[src/rtl/tcu_pkg.sv]
package tcu_pkg;

   typedef enum logic [1:0] {
      WM_NORMAL = 2'b00,
      WM_PHASE  = 2'b01,
      WM_CTC    = 2'b10,
      WM_FAST   = 2'b11
   } wmode_e;

   typedef enum logic [1:0] {
      CO_OFF    = 2'b00,
      CO_TOGGLE = 2'b01,
      CO_LOW    = 2'b10,
      CO_HIGH   = 2'b11
   } cmode_e;

   localparam logic [1:0] RA_CTRL = 2'd0;
   localparam logic [1:0] RA_CMP  = 2'd1;
   localparam logic [1:0] RA_FLAG = 2'd2;
   localparam logic [1:0] RA_CNT  = 2'd3;

   function automatic logic is_pwm(wmode_e m);
      return (m == WM_PHASE) || (m == WM_FAST);
   endfunction

endpackage

[src/rtl/tcu_counter.sv]
module tcu_counter
   import tcu_pkg::*;
#(
   parameter int WIDTH = 8
) (
   input  logic             clk_i,
   input  logic             rst_ni,
   input  logic             tick_i,
   input  wmode_e           mode_i,
   input  logic [WIDTH-1:0] cmp_i,
   output logic [WIDTH-1:0] cnt_o,
   output logic             dir_up_o,
   output logic             at_top_o,
   output logic             at_bot_o
);
   localparam logic [WIDTH-1:0] ONE   = WIDTH'(1);
   localparam logic [WIDTH-1:0] MAXV  = {WIDTH{1'b1}};
   localparam logic [WIDTH-1:0] TOPM1 = MAXV - ONE;

   logic [WIDTH-1:0] cnt_q;
   logic             up_q;

   always_ff @(posedge clk_i or negedge rst_ni) begin
      if (!rst_ni) begin
         cnt_q <= '0;
         up_q  <= 1'b1;
      end else if (tick_i) begin
         unique case (mode_i)
            WM_CTC: begin
               cnt_q <= (cnt_q == cmp_i) ? '0 : cnt_q + ONE;
               up_q  <= 1'b1;
            end
            WM_PHASE: begin
               if (up_q) begin
                  cnt_q <= cnt_q + ONE;
                  if (cnt_q == TOPM1) up_q <= 1'b0;
               end else begin
                  cnt_q <= cnt_q - ONE;
                  if (cnt_q == ONE) up_q <= 1'b1;
               end
            end
            default: begin
               cnt_q <= cnt_q + ONE;
               up_q  <= 1'b1;
            end
         endcase
      end
   end

   assign cnt_o    = cnt_q;
   assign dir_up_o = up_q;
   assign at_top_o = (cnt_q == MAXV);
   assign at_bot_o = (cnt_q == '0);

endmodule

[src/rtl/tcu_compare.sv]
module tcu_compare
   import tcu_pkg::*;
#(
   parameter int WIDTH      = 8,
   parameter bit PWM_BUFFER = 1'b1
) (
   input  logic             clk_i,
   input  logic             rst_ni,
   input  logic             tick_i,
   input  wmode_e           mode_i,
   input  logic [WIDTH-1:0] cnt_i,
   input  logic             dir_up_i,
   input  logic             wr_i,
   input  logic [WIDTH-1:0] wdata_i,
   output logic [WIDTH-1:0] cmp_act_o,
   output logic [WIDTH-1:0] cmp_buf_o,
   output logic             match_o
);
   localparam logic [WIDTH-1:0] MAXV  = {WIDTH{1'b1}};
   localparam logic [WIDTH-1:0] TOPM1 = MAXV - WIDTH'(1);

   logic commit;
   assign commit = tick_i &&
                   (((mode_i == WM_FAST)  && (cnt_i == MAXV)) ||
                    ((mode_i == WM_PHASE) && dir_up_i && (cnt_i == TOPM1)));

   logic [WIDTH-1:0] act_q;

   generate
      if (PWM_BUFFER) begin : g_buffered
         logic [WIDTH-1:0] buf_q;
         always_ff @(posedge clk_i or negedge rst_ni) begin
            if (!rst_ni) begin
               buf_q <= '0;
               act_q <= '0;
            end else begin
               if (wr_i) buf_q <= wdata_i;
               if (wr_i && !is_pwm(mode_i)) act_q <= wdata_i;
               else if (commit)             act_q <= buf_q;
            end
         end
         assign cmp_buf_o = buf_q;
      end else begin : g_direct
         logic unused_commit;
         assign unused_commit = commit;
         always_ff @(posedge clk_i or negedge rst_ni) begin
            if (!rst_ni)   act_q <= '0;
            else if (wr_i) act_q <= wdata_i;
         end
         assign cmp_buf_o = act_q;
      end
   endgenerate

   assign cmp_act_o = act_q;
   assign match_o   = (cnt_i == act_q);

endmodule

[src/rtl/tcu_wavegen.sv]
module tcu_wavegen
   import tcu_pkg::*;
#(
   parameter int WIDTH = 8
) (
   input  logic             clk_i,
   input  logic             rst_ni,
   input  logic             tick_i,
   input  wmode_e           mode_i,
   input  cmode_e           com_i,
   input  logic             match_i,
   input  logic             force_i,
   input  logic             at_top_i,
   input  logic             at_bot_i,
   input  logic             dir_up_i,
   input  logic [WIDTH-1:0] cmp_i,
   output logic             pin_o
);
   localparam logic [WIDTH-1:0] MAXV = {WIDTH{1'b1}};

   logic wave_q, wave_d, pwm;
   assign pwm = is_pwm(mode_i);

   always_comb begin
      wave_d = wave_q;
      if (!pwm) begin
         if ((tick_i && match_i) || force_i) begin
            unique case (com_i)
               CO_TOGGLE: wave_d = ~wave_q;
               CO_LOW:    wave_d = 1'b0;
               CO_HIGH:   wave_d = 1'b1;
               default:   wave_d = wave_q;
            endcase
         end
      end else if (tick_i) begin
         if (mode_i == WM_FAST) begin
            if (at_top_i)     wave_d = 1'b1;
            else if (match_i) wave_d = 1'b0;
         end else begin
            if (at_top_i)      wave_d = (cmp_i == MAXV);
            else if (at_bot_i) wave_d = (cmp_i != '0);
            else if (match_i)  wave_d = ~dir_up_i;
         end
      end
   end

   always_ff @(posedge clk_i or negedge rst_ni) begin
      if (!rst_ni) wave_q <= 1'b0;
      else         wave_q <= wave_d;
   end

   always_comb begin
      if (pwm) begin
         unique case (com_i)
            CO_LOW:  pin_o = wave_q;
            CO_HIGH: pin_o = ~wave_q;
            default: pin_o = 1'b0;
         endcase
      end else begin
         pin_o = (com_i == CO_OFF) ? 1'b0 : wave_q;
      end
   end

endmodule

[src/rtl/tmr_cmp_unit.sv]
module tmr_cmp_unit
   import tcu_pkg::*;
#(
   parameter int WIDTH      = 8,
   parameter bit PWM_BUFFER = 1'b1
) (
   input  logic             clk_i,
   input  logic             rst_ni,
   input  logic             tick_i,
   input  logic             wr_en_i,
   input  logic [1:0]       addr_i,
   input  logic [WIDTH-1:0] wdata_i,
   output logic [WIDTH-1:0] rdata_o,
   input  logic             gie_i,
   input  logic             irq_ack_i,
   input  logic             force_i,
   output logic             irq_o,
   output logic             wave_o
);
   generate
      if (WIDTH < 5) begin : g_bad_width
         $error("tmr_cmp_unit: WIDTH must be at least 5 to hold the control fields");
      end
   endgenerate

   logic             ie_q;
   wmode_e           mode_q;
   cmode_e           com_q;
   logic             pend_q, flag_q;
   logic [WIDTH-1:0] cnt, cmp_act, cmp_buf;
   logic             dir_up, at_top, at_bot, match;

   logic wr_ctrl, wr_cmp, flag_set, flag_clr;
   assign wr_ctrl  = wr_en_i && (addr_i == RA_CTRL);
   assign wr_cmp   = wr_en_i && (addr_i == RA_CMP);
   assign flag_set = tick_i && pend_q;
   assign flag_clr = irq_ack_i || (wr_en_i && (addr_i == RA_FLAG) && wdata_i[0]);

   always_ff @(posedge clk_i or negedge rst_ni) begin
      if (!rst_ni) begin
         ie_q   <= 1'b0;
         mode_q <= WM_NORMAL;
         com_q  <= CO_OFF;
      end else if (wr_ctrl) begin
         ie_q   <= wdata_i[0];
         mode_q <= wmode_e'(wdata_i[2:1]);
         com_q  <= cmode_e'(wdata_i[4:3]);
      end
   end

   always_ff @(posedge clk_i or negedge rst_ni) begin
      if (!rst_ni) begin
         pend_q <= 1'b0;
         flag_q <= 1'b0;
      end else begin
         if (tick_i) pend_q <= match;
         if (flag_set)      flag_q <= 1'b1;
         else if (flag_clr) flag_q <= 1'b0;
      end
   end

   tcu_counter #(.WIDTH(WIDTH)) u_cnt (
      .clk_i(clk_i), .rst_ni(rst_ni), .tick_i(tick_i), .mode_i(mode_q),
      .cmp_i(cmp_act), .cnt_o(cnt), .dir_up_o(dir_up),
      .at_top_o(at_top), .at_bot_o(at_bot)
   );

   tcu_compare #(.WIDTH(WIDTH), .PWM_BUFFER(PWM_BUFFER)) u_cmp (
      .clk_i(clk_i), .rst_ni(rst_ni), .tick_i(tick_i), .mode_i(mode_q),
      .cnt_i(cnt), .dir_up_i(dir_up), .wr_i(wr_cmp), .wdata_i(wdata_i),
      .cmp_act_o(cmp_act), .cmp_buf_o(cmp_buf), .match_o(match)
   );

   tcu_wavegen #(.WIDTH(WIDTH)) u_wave (
      .clk_i(clk_i), .rst_ni(rst_ni), .tick_i(tick_i), .mode_i(mode_q),
      .com_i(com_q), .match_i(match), .force_i(force_i),
      .at_top_i(at_top), .at_bot_i(at_bot), .dir_up_i(dir_up),
      .cmp_i(cmp_act), .pin_o(wave_o)
   );

   always_comb begin
      rdata_o = '0;
      unique case (addr_i)
         RA_CTRL: begin
            rdata_o[0]   = ie_q;
            rdata_o[2:1] = mode_q;
            rdata_o[4:3] = com_q;
         end
         RA_CMP:  rdata_o    = cmp_buf;
         RA_FLAG: rdata_o[0] = flag_q;
         default: rdata_o    = cnt;
      endcase
   end

   assign irq_o = flag_q && ie_q && gie_i;

endmodule

[config.mk]
export PLATFORM = sky130hd
export DESIGN_NAME = tmr_cmp_unit
export DESIGN_NICKNAME = d
export VERILOG_FILES = /design/src/rtl/tcu_pkg.sv /design/src/rtl/tcu_counter.sv /design/src/rtl/tcu_compare.sv /design/src/rtl/tcu_wavegen.sv /design/src/rtl/tmr_cmp_unit.sv
export SDC_FILE = /design/constraint.sdc
export NUM_CORES = 1
export LEC_CHECK = 0
export ABC_AREA = 1
export BUFFER_PORTS_ARGS = -buffer_cell sky130_fd_sc_hd__clkbuf_2
export CORE_MARGIN = 1.5
export CORE_UTILIZATION = 53
export DETAILED_ROUTE_END_ITERATION = 12
export PLACE_DENSITY = 0.82
export SLEW_MARGIN = 20
export SYNTH_ARGS = -nofsm -noshare
export SYNTH_HDL_FRONTEND = slang
export SYNTH_SLANG_ARGS = --single-unit
[constraint.sdc]
create_clock -name clk_i -period 1.9 [get_ports clk_i]
set_clock_uncertainty 0.1 [all_clocks]
set_input_delay 0.38 -clock clk_i [delete_from_list [all_inputs] [get_ports clk_i]]
set_output_delay 0.38 -clock clk_i [all_outputs]
set_load 0.01 [all_outputs]
# == After elaboration in Yosys (flattened, before gate mapping) ==
# Cells that the tools add are included.
# totals
ff_bits,33
latch_bits,0
ram_bits,0
rom_bits,0
in_bits,17
memories,0
# op_classes
n_addsub,2
mul,0
div_mod_pow,0
magnitude_cmp,0
eq_ne,16
shift,0
muxes,27
bitwise,2
reduce_logical,28
# ops
op,n
2-to-1 mux 8 bit,4
"equality test 8 bit, second input constant",3
2-to-1 mux 1 bit,17
case mux 8 bit (2 select lines),1
logical AND 1 bit,13
case mux 4 bit (3 select lines),1
"equality test 2 bit, second input constant",5
"adder 8 x 1 -> 8 bit, second input constant",1
"equality test 8 x 1 -> 1 bit, second input constant",1
equality test 8 bit,1
zero test 8 bit,1
"inequality test 4 bit, second input constant",2
nonzero test 8 bit,1
"subtractor 8 x 1 -> 8 bit, second input constant",1
"equality test 2 x 1 -> 1 bit, second input constant",3
case mux 1 bit (3 select lines),2
case mux 3 bit (2 select lines),1
nonzero test 2 bit,3
AND reduction 5 bit,1
zero test 2 bit,2
logical OR 1 bit,4
nonzero test 4 bit,1
"inequality test 2 bit, second input constant",1
inverter 1 bit,2
other kinds (3),3

# == Logic depth before layout (Yosys ltp) ==
# depth
depth_word,7
depth_mapped,13

# == By module ==
# Synthesis repeated with hierarchy kept, for this count alone.
# hier_totals
cells_unflattened,403
hier_area_um2,2687.6
# by_module_without_submodules
mod,instances,cells_each,area_each_um2,seq_area_each_um2
tcu_counter,1,170,1046.0,226.5
tcu_compare,1,114,919.6,400.4
tmr_cmp_unit,1,72,503.0,175.2
tcu_wavegen,1,47,219.0,25.0

# == Worst setup path after synthesis ==
# No wires, ideal clock.
# synth_timing
path_type,register to output
start,reg mode_q[0]
end,out wave_o
arrival_ps,1314
slack_ps,106
path_stages_with_launch,6
path_buffers,0
path_cell_list,dfrtp_1 -> ha_1 -> nor2_1 -> inv_1 -> o211a_1 -> nor3_1
# synth_between
elab_chain_cells,3
# synth_lines
element,line_no,rtl
"start, declared",tmr_cmp_unit.sv:27,wmode_e mode_q;
"start signal, assigned",tmr_cmp_unit.sv:46,mode_q <= wmode_e'(wdata_i[2:1]);
equality test 2 x 1 -> 1 bit / equality test 2 bit (equally long branches),tcu_pkg.sv:23,return (m == WM_PHASE) || (m == WM_FAST);
logical OR 1 bit (*),tcu_pkg.sv:23,
2-to-1 mux 1 bit (*),tcu_wavegen.sv:53,if (pwm) begin
"end, declared",tmr_cmp_unit.sv:18,output logic wave_o
# Every way passes the cells marked *; elsewhere a longest branch is shown, timed or not.

# == Worst setup path after layout ==
# layout_timing
start,reg mode_q[1]
end,out wave_o
# Same word-level chain as after synthesis.

==> flow_metrics.tcl <==
set metrics [dict create \
    ys_types 38 \
    stdcell_area_sq_um 2900 \
    cp-start-kind "flip-flop" \
    io_buffer_count 26 \
    syn_area_sq_um 2350 \
    grt_max_degree 19 \
    finalHoldViolations 0 \
    ir_drop_uv 571 \
    wl_per_cell_um 15.0 \
    drc 0 \
    clk_latency_ns 0.29 \
    num_rows 24 \
    fin_nets 410 \
    hold_end "flag_q" \
    crit_arrival_ns 1.49 \
    dieArea_sq_um 4850 \
    critical_path.max_stage_delay_ns 0.42 \
    fin_ws_ns -0.0716 \
    post-place-ws_ns 0.0686 \
    yosysSeqAreaShare_pct 35.1 \
    overflow 0 \
    slew_headroom_pct 72.6 \
    syn_nets 356 \
    path_max_fanout 4 \
    clock_path_buffers 2 \
    initial_utilization_pct 54.4 \
    hpwl_um 4160 \
    utilization_pct 67.2 \
    grt_pass1_vias 2093 \
    fmax_mhz 507 \
    fp.dieH_um 69.6 \
    r2r_setup_slack_ns -0.06 \
    core_area_sq_um 4320 \
    critical_path_class "reg -> out" \
    crit_buf_inv 3 \
    finalCritPeriodShare_pct 104 \
    clkSinkCount 33 \
    worstRegToRegCells 11 \
    critPathTopFamily "flip-flops" \
    path_clk_slew_ns 0.07 \
    syn_inst 330 \
    crit_chain "inv_2, ha_4, nor2_4, inv_2, o211a_1, nor3_2, buf_2" \
    endpoint_kind "output port" \
    cts-root-buf "clkbuf_8" \
    violations "setup timing" \
    status "complete, but fails checks" \
    diodes 0 \
    crit_start "mode_q[1]" \
    htree_levels 2 \
    timing.hold.worst_path_depth 2 \
    drt_iter0_drc 242 \
    fin_crit_ns 1.97 \
    setup_viol 6 \
    cpMostUsedCell "inv_2" \
    cts_tree "built" \
    avgViaCountPerCell 5.51 \
    ys_warn_count 0 \
    crit_required_ns 1.42 \
    die_w_um 69.6 \
    drt-total-wl_um 6560 \
    powerDensity_nw_per_um2 1080 \
    placed_area_sq_um 2600 \
    numCtsBuffers 5 \
    vias 2406 \
    gr-usage-all-layers_pct 24.7 \
    grt_setup_unrepaired "yes" \
    r2r-start "mode_q[1]" \
    drive_gt1_share_pct 28.3 \
    grt_pass1_wl_um 9560 \
    globalplace.congestion 0.893 \
    stdcell_count 437 \
    min_from "irq_ack_i" \
    place_inst 415 \
    drv_cap 0 \
    power_leakage_nw 1.44 \
    min_path_type "in -> reg" \
    area_growth_pct 23.4 \
    drt.antenna.violating_nets 0 \
    slew_viol_final 0 \
    io_pins 27 \
    syn_area_per_cell_sq_um 7.13 \
    drt-pass1-iter-count 5 \
    grt_antenna_before_repair 0 \
    timing.rr.end "u_cmp.cmp_act_o[3]" \
    cp_slowest_cell "dfrtp_2" \
    ys_seq_elements 33 \
    tightest_slew_ns 0.411 \
]
-- routing by layer --
| layer | wire length, um | track usage [%] | share of wire [%] |
|---|---|---|---|
| met5 | 0 | 0 | 0 |
| met4 | 205 | 9.40 | 3.1 |
| met3 | 397 | 4.22 | 6.1 |
| met2 | 3250 | 40.1 | 50 |
| met1 | 2710 | 33.2 | 41 |
-- power breakdown --
part / total, W / switching [W] / internal [W]
combinational: 0.00142 / 0.000808 / 0.000612
clock: 0.000523 / 0.000269 / 0.000254
sequential: 0.00120 / 0.000304 / 0.000893
total: 0.00314 / 0.00138 / 0.00176
-- registers in the layout, indices dropped and copies added (netlist names) --
name             flops
flag_q               1
pend_q               1
com_q                2
u_cnt.dir_up_o       1
mode_q               2
u_cmp.cmp_act_o      8
ie_q                 1
u_cnt.cnt_o          8
u_cmp.cmp_buf_o      8
u_wave.wave_q        1
-- synthesized netlist by cell type --
cell,number,area share [%]
nor3_2,1,0.43
ha_1,9,4.8
a21oi_1,11,2.3
o21a_1,2,0.64
o31ai_1,1,0.32
buf_8,1,0.64
o21bai_1,1,0.32
o221ai_1,1,0.37
nand2_2,1,0.27
nand2_1,94,15
inv_1,35,5.6
inv_4,1,0.27
clkbuf_1,2,0.32
o211a_1,1,0.43
nand3_1,9,1.9
and3_1,1,0.27
xnor2_1,3,1.1
nand4_1,5,1.3
nor2_4,3,1.4
dfrtp_1,32,34
nand2_4,3,1.4
o311ai_0,1,0.37
o22ai_1,1,0.27
nor3_1,3,0.64
o211ai_1,4,1.3
inv_2,3,0.48
a21oi_2,2,0.74
o21ai_0,37,7.9
buf_6,2,0.96
nand3b_1,1,0.32
buf_4,2,0.64
a31oi_1,2,0.53
nor2_1,38,6.1
xor2_1,9,3.3
buf_2,3,0.64
dfstp_2,1,1.1
nand3_2,1,0.43
o21ai_2,3,1.1
-- metrics by stage --
step	setup TNS [ns]	hold WS, ns	power, W
final	-0.236	0.167	0.00314
after global routing	-0.914	0.183	0.00335
after CTS	-0.0885	0.172	0.00295
after detailed placement	0	0.223	0.00236
after global placement	0	0.216	0.00232
after floorplan	0	-0.0156	0.00202
-- cells by family after synthesis --
| kind of cell | synth area share (%) |
|---|---|
| fa+ha+maj | 4.78 |
| xor+xnor | 4.47 |
| flops | 35.1 |
| simple gates | 29.5 |
| compound gates | 16.6 |
| buf+inv | 9.52 |
-- cells in the final DEF (no fill, tap or decap), types with 2 or more instances in the layout --
cell type  Yosys  layout
nand2_1       94      91
nor2_1        38      37
o21ai_0       37      31
inv_1         35      29
buf_4          2      27
dfrtp_1       32      25
clkbuf_2       0      25
inv_2          3       9
xor2_1         9       9
a21oi_1       11       9
nand3_1        9       8
dfrtp_2        0       7
nand4_1        5       5
o21ai_1        0       5
ha_1           9       5
clkbuf_8       0       5
nor2_4         3       4
o211ai_1       4       4
a21oi_2        2       4
nand2_4        3       4
o21ai_2        3       4
nand2_2        1       3
xnor2_1        3       3
ha_4           0       3
clkinv_2       0       3
a31oi_1        2       2
nor3_2         1       2
nand3_2        1       2
o21a_1         2       2
-- how the worst max path moves through the flow --
stage                                    end  slack [ns]  depth (start not counted)
final                                 wave_o       -0.07                          7
after global routing                  wave_o       -0.11                          7
after CTS                             wave_o       -0.09                          7
after detailed placement  u_cmp.cmp_act_o[6]        0.07                         10
after global placement                wave_o        0.13                          6
after floorplan                       wave_o        0.11                          5
-- cell type report --
| class | instances | area, sq um |
|---|---|---|
| clock inverter | 2 | 10.0 |
| clock buffer | 6 | 72.6 |
| fill | 362 | 1420 |
| sequential | 33 | 836 |
| tap | 52 | 65.1 |
| timing repair inverter | 2 | 11.3 |
| inverter | 39 | 151 |
| multi-input combinational | 249 | 1420 |
| timing repair buffer | 54 | 343 |
-- timing repair --
item                                    in CTS  in global routing
endpoints found under the hold margin       13                  0
setup buffers                                7                  3
pin swaps                                    2                 12
hold buffers                                 1                  0
endpoints found under the setup margin       2                 20
resized for setup                           11                 32
gates cloned                                 0                  3
Note: power is estimated with default switching activity, not from simulation.
